$ cat src/rtl/avq_pkg.sv
`timescale 1ns/1ps
package avq_pkg;

  typedef enum logic [1:0] {
    FALL_NONE    = 2'd0,
    FALL_ACCEPT  = 2'd1,
    FALL_DISCARD = 2'd2,
    FALL_IGNORE  = 2'd3
  } fall_kind_t;

  // Width of a counter that must hold values 0..limit.
  function automatic int cnt_width(input int limit);
    return (limit < 1) ? 1 : $clog2(limit + 1);
  endfunction

  // Decide what a detected falling crossing becomes.
  // A pending pulse wins over the mask, and the mask wins over acceptance.
  function automatic fall_kind_t classify(input logic fell, input logic armed,
                                          input logic busy, input logic masked);
    if (!fell || !armed) return FALL_NONE;
    if (busy)            return FALL_IGNORE;
    if (masked)          return FALL_DISCARD;
    return FALL_ACCEPT;
  endfunction

endpackage

$ cat src/rtl/avq_sync.sv
`timescale 1ns/1ps
module avq_sync #(
  parameter int STAGES = 2
) (
  input  logic clk,
  input  logic rst,
  input  logic d,
  output logic q
);
  logic [STAGES-1:0] chain;

  for (genvar i = 0; i < STAGES; i++) begin : g_stage
    if (i == 0) begin : g_first
      always_ff @(posedge clk) begin
        if (rst) chain[i] <= 1'b0;
        else     chain[i] <= d;
      end
    end else begin : g_next
      always_ff @(posedge clk) begin
        if (rst) chain[i] <= 1'b0;
        else     chain[i] <= chain[i-1];
      end
    end
  end

  assign q = chain[STAGES-1];
endmodule

$ cat src/rtl/avq_mask_timer.sv
`timescale 1ns/1ps
module avq_mask_timer
  import avq_pkg::*;
#(
  parameter int MASK_CYC = 200
) (
  input  logic clk,
  input  logic rst,
  input  logic cycle_start,
  output logic window_open
);
  localparam int W = cnt_width(MASK_CYC);
  localparam logic [W-1:0] LIMIT = W'(MASK_CYC);

  logic [W-1:0] elapsed;

  // Reset leaves the window expired; a strobe restarts the count from zero.
  always_ff @(posedge clk) begin
    if (rst)                    elapsed <= LIMIT;
    else if (cycle_start)       elapsed <= '0;
    else if (elapsed != LIMIT)  elapsed <= elapsed + 1'b1;
  end

  assign window_open = (elapsed == LIMIT);

  // Once the window has expired it stays expired until the next strobe.
  assert_window_holds_R5: assert property (@(posedge clk) disable iff (rst)
    (window_open && !cycle_start) |=> window_open);

  // A strobe always reopens the mask on the following cycle.
  assert_strobe_masks_R5: assert property (@(posedge clk) disable iff (rst)
    cycle_start |=> !window_open);
endmodule

$ cat src/rtl/avq_arm_tracker.sv
`timescale 1ns/1ps
module avq_arm_tracker
  import avq_pkg::*;
(
  input  logic       clk,
  input  logic       rst,
  input  logic       arm_s,
  input  logic       trig_s,
  input  logic       cycle_start,
  input  logic       window_open,
  input  logic       busy,
  input  logic       emit,
  output logic       armed,
  output logic       trig_fell,
  output fall_kind_t kind
);
  logic trig_q;

  always_ff @(posedge clk) begin
    if (rst) trig_q <= 1'b0;
    else     trig_q <= trig_s;
  end

  assign trig_fell = trig_q & ~trig_s;
  assign kind      = classify(trig_fell, armed, busy, !window_open);

  logic clear_arm;
  assign clear_arm = cycle_start | emit | (kind == FALL_DISCARD);

  always_ff @(posedge clk) begin
    if (rst)            armed <= 1'b0;
    else if (clear_arm) armed <= 1'b0;
    else if (arm_s)     armed <= 1'b1;
  end

  assert_discard_clears_arm_R6: assert property (@(posedge clk) disable iff (rst)
    (kind == FALL_DISCARD) |=> !armed);

  assert_strobe_clears_arm_R7: assert property (@(posedge clk) disable iff (rst)
    cycle_start |=> !armed);

  // A crossing that is not armed never becomes anything.
  assert_unarmed_inert_R2: assert property (@(posedge clk) disable iff (rst)
    !armed |-> (kind == FALL_NONE));
endmodule

$ cat src/rtl/avq_delay_line.sv
`timescale 1ns/1ps
module avq_delay_line
  import avq_pkg::*;
#(
  parameter int DELAY_CYC = 50
) (
  input  logic clk,
  input  logic rst,
  input  logic start,
  output logic busy,
  output logic fire
);
  localparam int W = cnt_width(DELAY_CYC);
  localparam logic [W-1:0] RELOAD = W'(DELAY_CYC - 1);

  logic [W-1:0] remain;
  logic         pending;

  always_ff @(posedge clk) begin
    if (rst) begin
      pending <= 1'b0;
      remain  <= '0;
    end else if (start && !pending) begin
      pending <= 1'b1;
      remain  <= RELOAD;
    end else if (pending) begin
      if (remain == '0) pending <= 1'b0;
      else              remain  <= remain - 1'b1;
    end
  end

  assign busy = pending;
  assign fire = pending && (remain == '0);

  assert_single_pulse_R4: assert property (@(posedge clk) disable iff (rst)
    fire |=> !fire);

  // The tracker must never request a new delay while one is running.
  assert_start_when_idle_R9: assert property (@(posedge clk) disable iff (rst)
    start |-> !busy);

  assert_start_goes_busy_R3: assert property (@(posedge clk) disable iff (rst)
    start |=> busy);
endmodule

$ cat src/rtl/aux_valley_qualifier.sv
`timescale 1ns/1ps
module aux_valley_qualifier
  import avq_pkg::*;
#(
  parameter int SYNC_STAGES = 2,
  parameter int DELAY_CYC   = 50,
  parameter int MASK_CYC    = 200
) (
  input  logic clk,
  input  logic rst,
  input  logic cycle_start,
  input  logic cmp_arm,
  input  logic cmp_trig,
  output logic valley
);
  logic       arm_s, trig_s;
  logic       window_open;
  logic       busy, fire;
  logic       armed, trig_fell;
  fall_kind_t kind;
  logic       accept;

  avq_sync #(.STAGES(SYNC_STAGES)) u_sync_arm (
    .clk(clk), .rst(rst), .d(cmp_arm), .q(arm_s));

  avq_sync #(.STAGES(SYNC_STAGES)) u_sync_trig (
    .clk(clk), .rst(rst), .d(cmp_trig), .q(trig_s));

  avq_mask_timer #(.MASK_CYC(MASK_CYC)) u_mask (
    .clk(clk), .rst(rst), .cycle_start(cycle_start), .window_open(window_open));

  avq_arm_tracker u_track (
    .clk(clk), .rst(rst), .arm_s(arm_s), .trig_s(trig_s),
    .cycle_start(cycle_start), .window_open(window_open), .busy(busy),
    .emit(fire), .armed(armed), .trig_fell(trig_fell), .kind(kind));

  assign accept = (kind == FALL_ACCEPT);

  avq_delay_line #(.DELAY_CYC(DELAY_CYC)) u_delay (
    .clk(clk), .rst(rst), .start(accept), .busy(busy), .fire(fire));

  assign valley = fire;

  assert_emit_clears_arm_R8: assert property (@(posedge clk) disable iff (rst)
    valley |=> !armed);

  // A pulse is only issued when no falling crossing had just started a new delay.
  assert_no_accept_on_emit_R9: assert property (@(posedge clk) disable iff (rst)
    valley |-> !accept);
endmodule

$ cat config.mk
export PLATFORM = sky130hd
export DESIGN_NAME = aux_valley_qualifier
export DESIGN_NICKNAME = d
export VERILOG_FILES = /design/src/rtl/avq_pkg.sv /design/src/rtl/avq_sync.sv /design/src/rtl/avq_mask_timer.sv /design/src/rtl/avq_arm_tracker.sv /design/src/rtl/avq_delay_line.sv /design/src/rtl/aux_valley_qualifier.sv
export SDC_FILE = /design/constraint.sdc
export NUM_CORES = 1
export LEC_CHECK = 0
export ABC_AREA = 1
export BUFFER_PORTS_ARGS = -buffer_cell sky130_fd_sc_hd__buf_2
export CAP_MARGIN = 20
export CORE_MARGIN = 5
export CORE_UTILIZATION = 52
export CTS_CLUSTER_DIAMETER = 30
export DETAILED_ROUTE_END_ITERATION = 6
export PLACE_DENSITY = 0.73
export REMOVE_ABC_BUFFERS = 1
export SLEW_MARGIN = 20
export SYNTH_ARGS = -nofsm -noshare
export SYNTH_HDL_FRONTEND = slang
export SYNTH_SLANG_ARGS = --single-unit
$ cat constraint.sdc
create_clock -name clk -period 1.14 [get_ports clk]
set_input_delay 0.114 -clock clk [delete_from_list [all_inputs] [get_ports clk]]
set_output_delay 0.114 -clock clk [all_outputs]
set_load 0.01 [all_outputs]
==> flow_summary.toml <==
[run_status]
status = "complete, but fails checks"
violations = "negative setup slack"

[worst_setup_path]
worstPathRequired_ps = 1030
reg2reg_to = "u_delay.remain[0]$_SDFFE_PP0P_"
cpMostUsedCell = "inv_2"
path_class = "register to output port"
path_depth = 7
path_buf_inv = 4
crit_path_start_kind = "register"
critPathCaptureType = "output port"
endpoint = "valley"
crit_path_cell_trace = "inv_2 > ha_4 > inv_2 > nor2_4 > nand3_2 > inv_2 > buf_6"
regToRegStartpoint = "u_mask.elapsed[1]$_SDFFE_PP0N_"
crit_slowest_cell = "dfxtp_2"
ff2ff_path_depth = 6
reg2reg_setup_slack_ps = -150
cp_max_fo = 2
cpLargestDelayFamily = "flip-flops"
crit_arrival_ps = 1310
slowest_delay_ps = 340
critPathLaunch = "u_delay.remain[0]$_SDFFE_PP0P_"

[clock_network]
clock_latency_ps = 320
numCtsBuffers = 3
clkSinkCount = 21
path_clk_slew_ps = 120
cts_htree_levels = 1
clk_path_buf_depth = 2
cts_tree = "done"
cts-root-buf = "clkbuf_4"

[pwr]
p_sw_mw = 0.3265
power.density_mw_per_mm2 = 932.7
p_sw_share_pct = 25.44
clkPwrFrac_pct = 28.6
sequentialPowerShare_pct = 60.4
p_leak_nw = 0.6180
p_int_mw = 0.9572
power_frac_comb_pct = 10.9
power_mw = 1.284
irDropWorstVdd_uv = 889.0

[final_layout]
area_delta_synth_final_pct = 37.67
n_fill_cell = 112
final_area_mm2 = 0.001376
diodes = 0
fin_cells = 179
finalNetCount = 164
drive_gt1_share_pct = 48.05

[drt]
vias = 934
wirelength_um = 2530
dr.pass1.iters = 4
viasPerCell = 5.218
drc_errors = 0
drt_iter0_markers = 23
postRouteAntennaNets = 0
wl_per_cell_um = 14.13

[synthesis]
synth_top_area_share_pct = 42.05
ys_seq_area_share_pct = 42.05
synthDistinctLibCells = 26
synth-edff-count = 0
netlist_instances = 131
synth_area_um2 = 999.7
synth_seq_cells = 21
ys.flop_type = "dfxtp_1"
synthTopCellsByArea = "dfxtp_1 (42%), inv_1 (8.3%), nand2_1 (7.1%), nor2_1 (6.4%), ha_1 (5.0%)"
async_reset_ff_share_pct = 0
netlist_top_cells_count = "inv_1 (22), dfxtp_1 (21), nand2_1 (19)"
synth.most_common_cell = "inv_1"
yosysWarnings = 0
postSynthAreaPerCell_um2 = 7.631
yosysTopAreaCell = "dfxtp_1"

[floorplan]
core_mm2 = 0.001783
io_pins = 6
die_w_um = 53.85
die_h_um = 53.85
initial_utilization_pct = 56.07
rows = 15
fp.dieArea_mm2 = 0.002899

[grt]
gr-total-overflow = 0
grt_max_degree = 12
grt_use_total_pct = 16.52
grt_pass1_wl_um = 3367
grt_pass1_vias = 804
antenna_found_initial = 0

[timing]
finalSetupViolCount = 10
tightestPinTransition_ps = 356.6
relSlewSlack_pct = 76.19
period_needed_ps = 1424
slew_viol_final = 0
rsz0062_at_grt = "true"
fin_tns_setup_ps = -1329
setup_ws_ps = -284.1
fin_crit_sh_pct = 124.9
skew_ps = 9.578
hold_violations = 0
timing.fmax_mhz = 702.2

[placement]
placed_area_mm2 = 0.001111
place_hpwl_um = 1385
pre_cts_ws_ps = -74.53
gp_congestion = 0.8417
place_inst = 168
io_buffer_count = 5

[run]
maxCapViolCount = 0

[hold_path]
hp-class = "input pin to register"
-- registers in the layout, indices dropped and copies added, names as in the netlist --
signal,flops
u_sync_trig.chain,1
u_sync_arm.chain,1
u_delay.remain,6
u_sync_arm.q,1
u_track.trig_q,1
u_track.armed,1
u_sync_trig.q,1
u_mask.elapsed,8
u_delay.busy,1
-- per-stage QoR --
stage / util (%) / hold WS [ps]
6_report: 77.19 / 1.781
5_1_grt: 77.19 / 6.235
4_1_cts: 67.86 / 3.465
3_5_place_dp: 62.32 / 328.3
3_3_place_gp: 62.32 / 316.7
2_1_floorplan: - / 183.1
-- final cells by class --
class | instances | area [µm²] | area share (%)
Sequential cell | 21 | 436.7 | 31.73
Tap cell | 25 | 31.28 | 2.273
Clock buffer | 4 | 26.28 | 1.909
Inverter | 25 | 101.3 | 7.364
Multi-Input combinational cell | 84 | 630.6 | 45.82
Timing Repair Buffer | 20 | 150.1 | 10.91
-- tightest hold or removal path: stages --
cell and delay, ps:
buf_2 100, inv_1 40, nor2_1 30
-- routing by layer --
layer	wire, µm	global-route usage [%]	vias to the layer above
met5	0	0	-
met1	1026	19.80	447
met4	51	10.64	0
li1	-	-	459
met2	1360	26.61	23
met3	91	3.324	5
-- logic make-up (layout without fill, tap and decap cells) --
kind of cell / count (synthesis) / in the layout / share of synthesized area [%]
AND/OR/NAND/NOR: 59 / 59 / 29.91
AO/OA/AOI/OAI: 17 / 17 / 9.637
adder cells (fa/ha/maj): 4 / 4 / 5.006
flip-flops: 21 / 21 / 42.05
XOR/XNOR: 4 / 4 / 3.505
buffers and inverters: 26 / 49 / 9.887
-- worst min path at each step --
stage | end | from | depth (start not counted) | slack (ps)
floorplan | u_delay.busy$_SDFF_PP0_ | rst | 1 | 180
global placement | u_sync_arm.chain[0]$_SDFF_PP0_ | cmp_arm | 3 | 320
detailed placement | u_sync_trig.chain[0]$_SDFF_PP0_ | cmp_trig | 3 | 330
CTS | u_sync_arm.chain[0]$_SDFF_PP0_ | cmp_arm | 3 | 3
global route | u_sync_arm.chain[0]$_SDFF_PP0_ | cmp_arm | 3 | 6
finish | u_sync_arm.chain[0]$_SDFF_PP0_ | cmp_arm | 3 | 2
-- repair_timing --
item,4_1_cts,5_1_grt
hold endpoints to repair,1,0
endpoints found under the setup margin,12,14
pin swaps,5,15
hold buffers,1,0
setup buffers,0,8
gates resized for setup,20,34
-- layout by cell type, fill, tap and decap left out, types with 2 or more instances in the layout --
master / Yosys / layout
nand2_4: 2 / 3
nor3_2: 1 / 2
ha_4: 0 / 4
o21ai_1: 3 / 2
nor2_4: 1 / 4
xnor2_1: 2 / 2
a21oi_2: 1 / 6
buf_2: 1 / 4
o21ai_0: 2 / 2
nand3_1: 7 / 4
dfxtp_4: 0 / 2
inv_4: 0 / 3
nand2_1: 19 / 16
nand3_2: 3 / 4
clkbuf_4: 0 / 3
buf_6: 0 / 2
buf_4: 0 / 13
xor2_1: 2 / 2
dfxtp_2: 0 / 7
nor2_1: 17 / 13
dfxtp_1: 21 / 12
inv_1: 22 / 16
nand4_1: 2 / 2
nand2_2: 1 / 3
nor2_2: 3 / 4
a21oi_1: 7 / 2
a31oi_1: 2 / 2
nand3_4: 0 / 2
inv_2: 3 / 6
-- power groups by stage --
stage / clock [mW] / combinational [mW] / sequential (mW)
after floorplan: 0 / 0.0570 / 0.782
final: 0.367 / 0.141 / 0.776
after global placement: 0 / 0.0831 / 0.784
after detailed placement: 0 / 0.0865 / 0.785
after CTS: 0.363 / 0.101 / 0.772
after global routing: 0.410 / 0.156 / 0.778
Note: power is estimated with default switching activity, not from simulation.
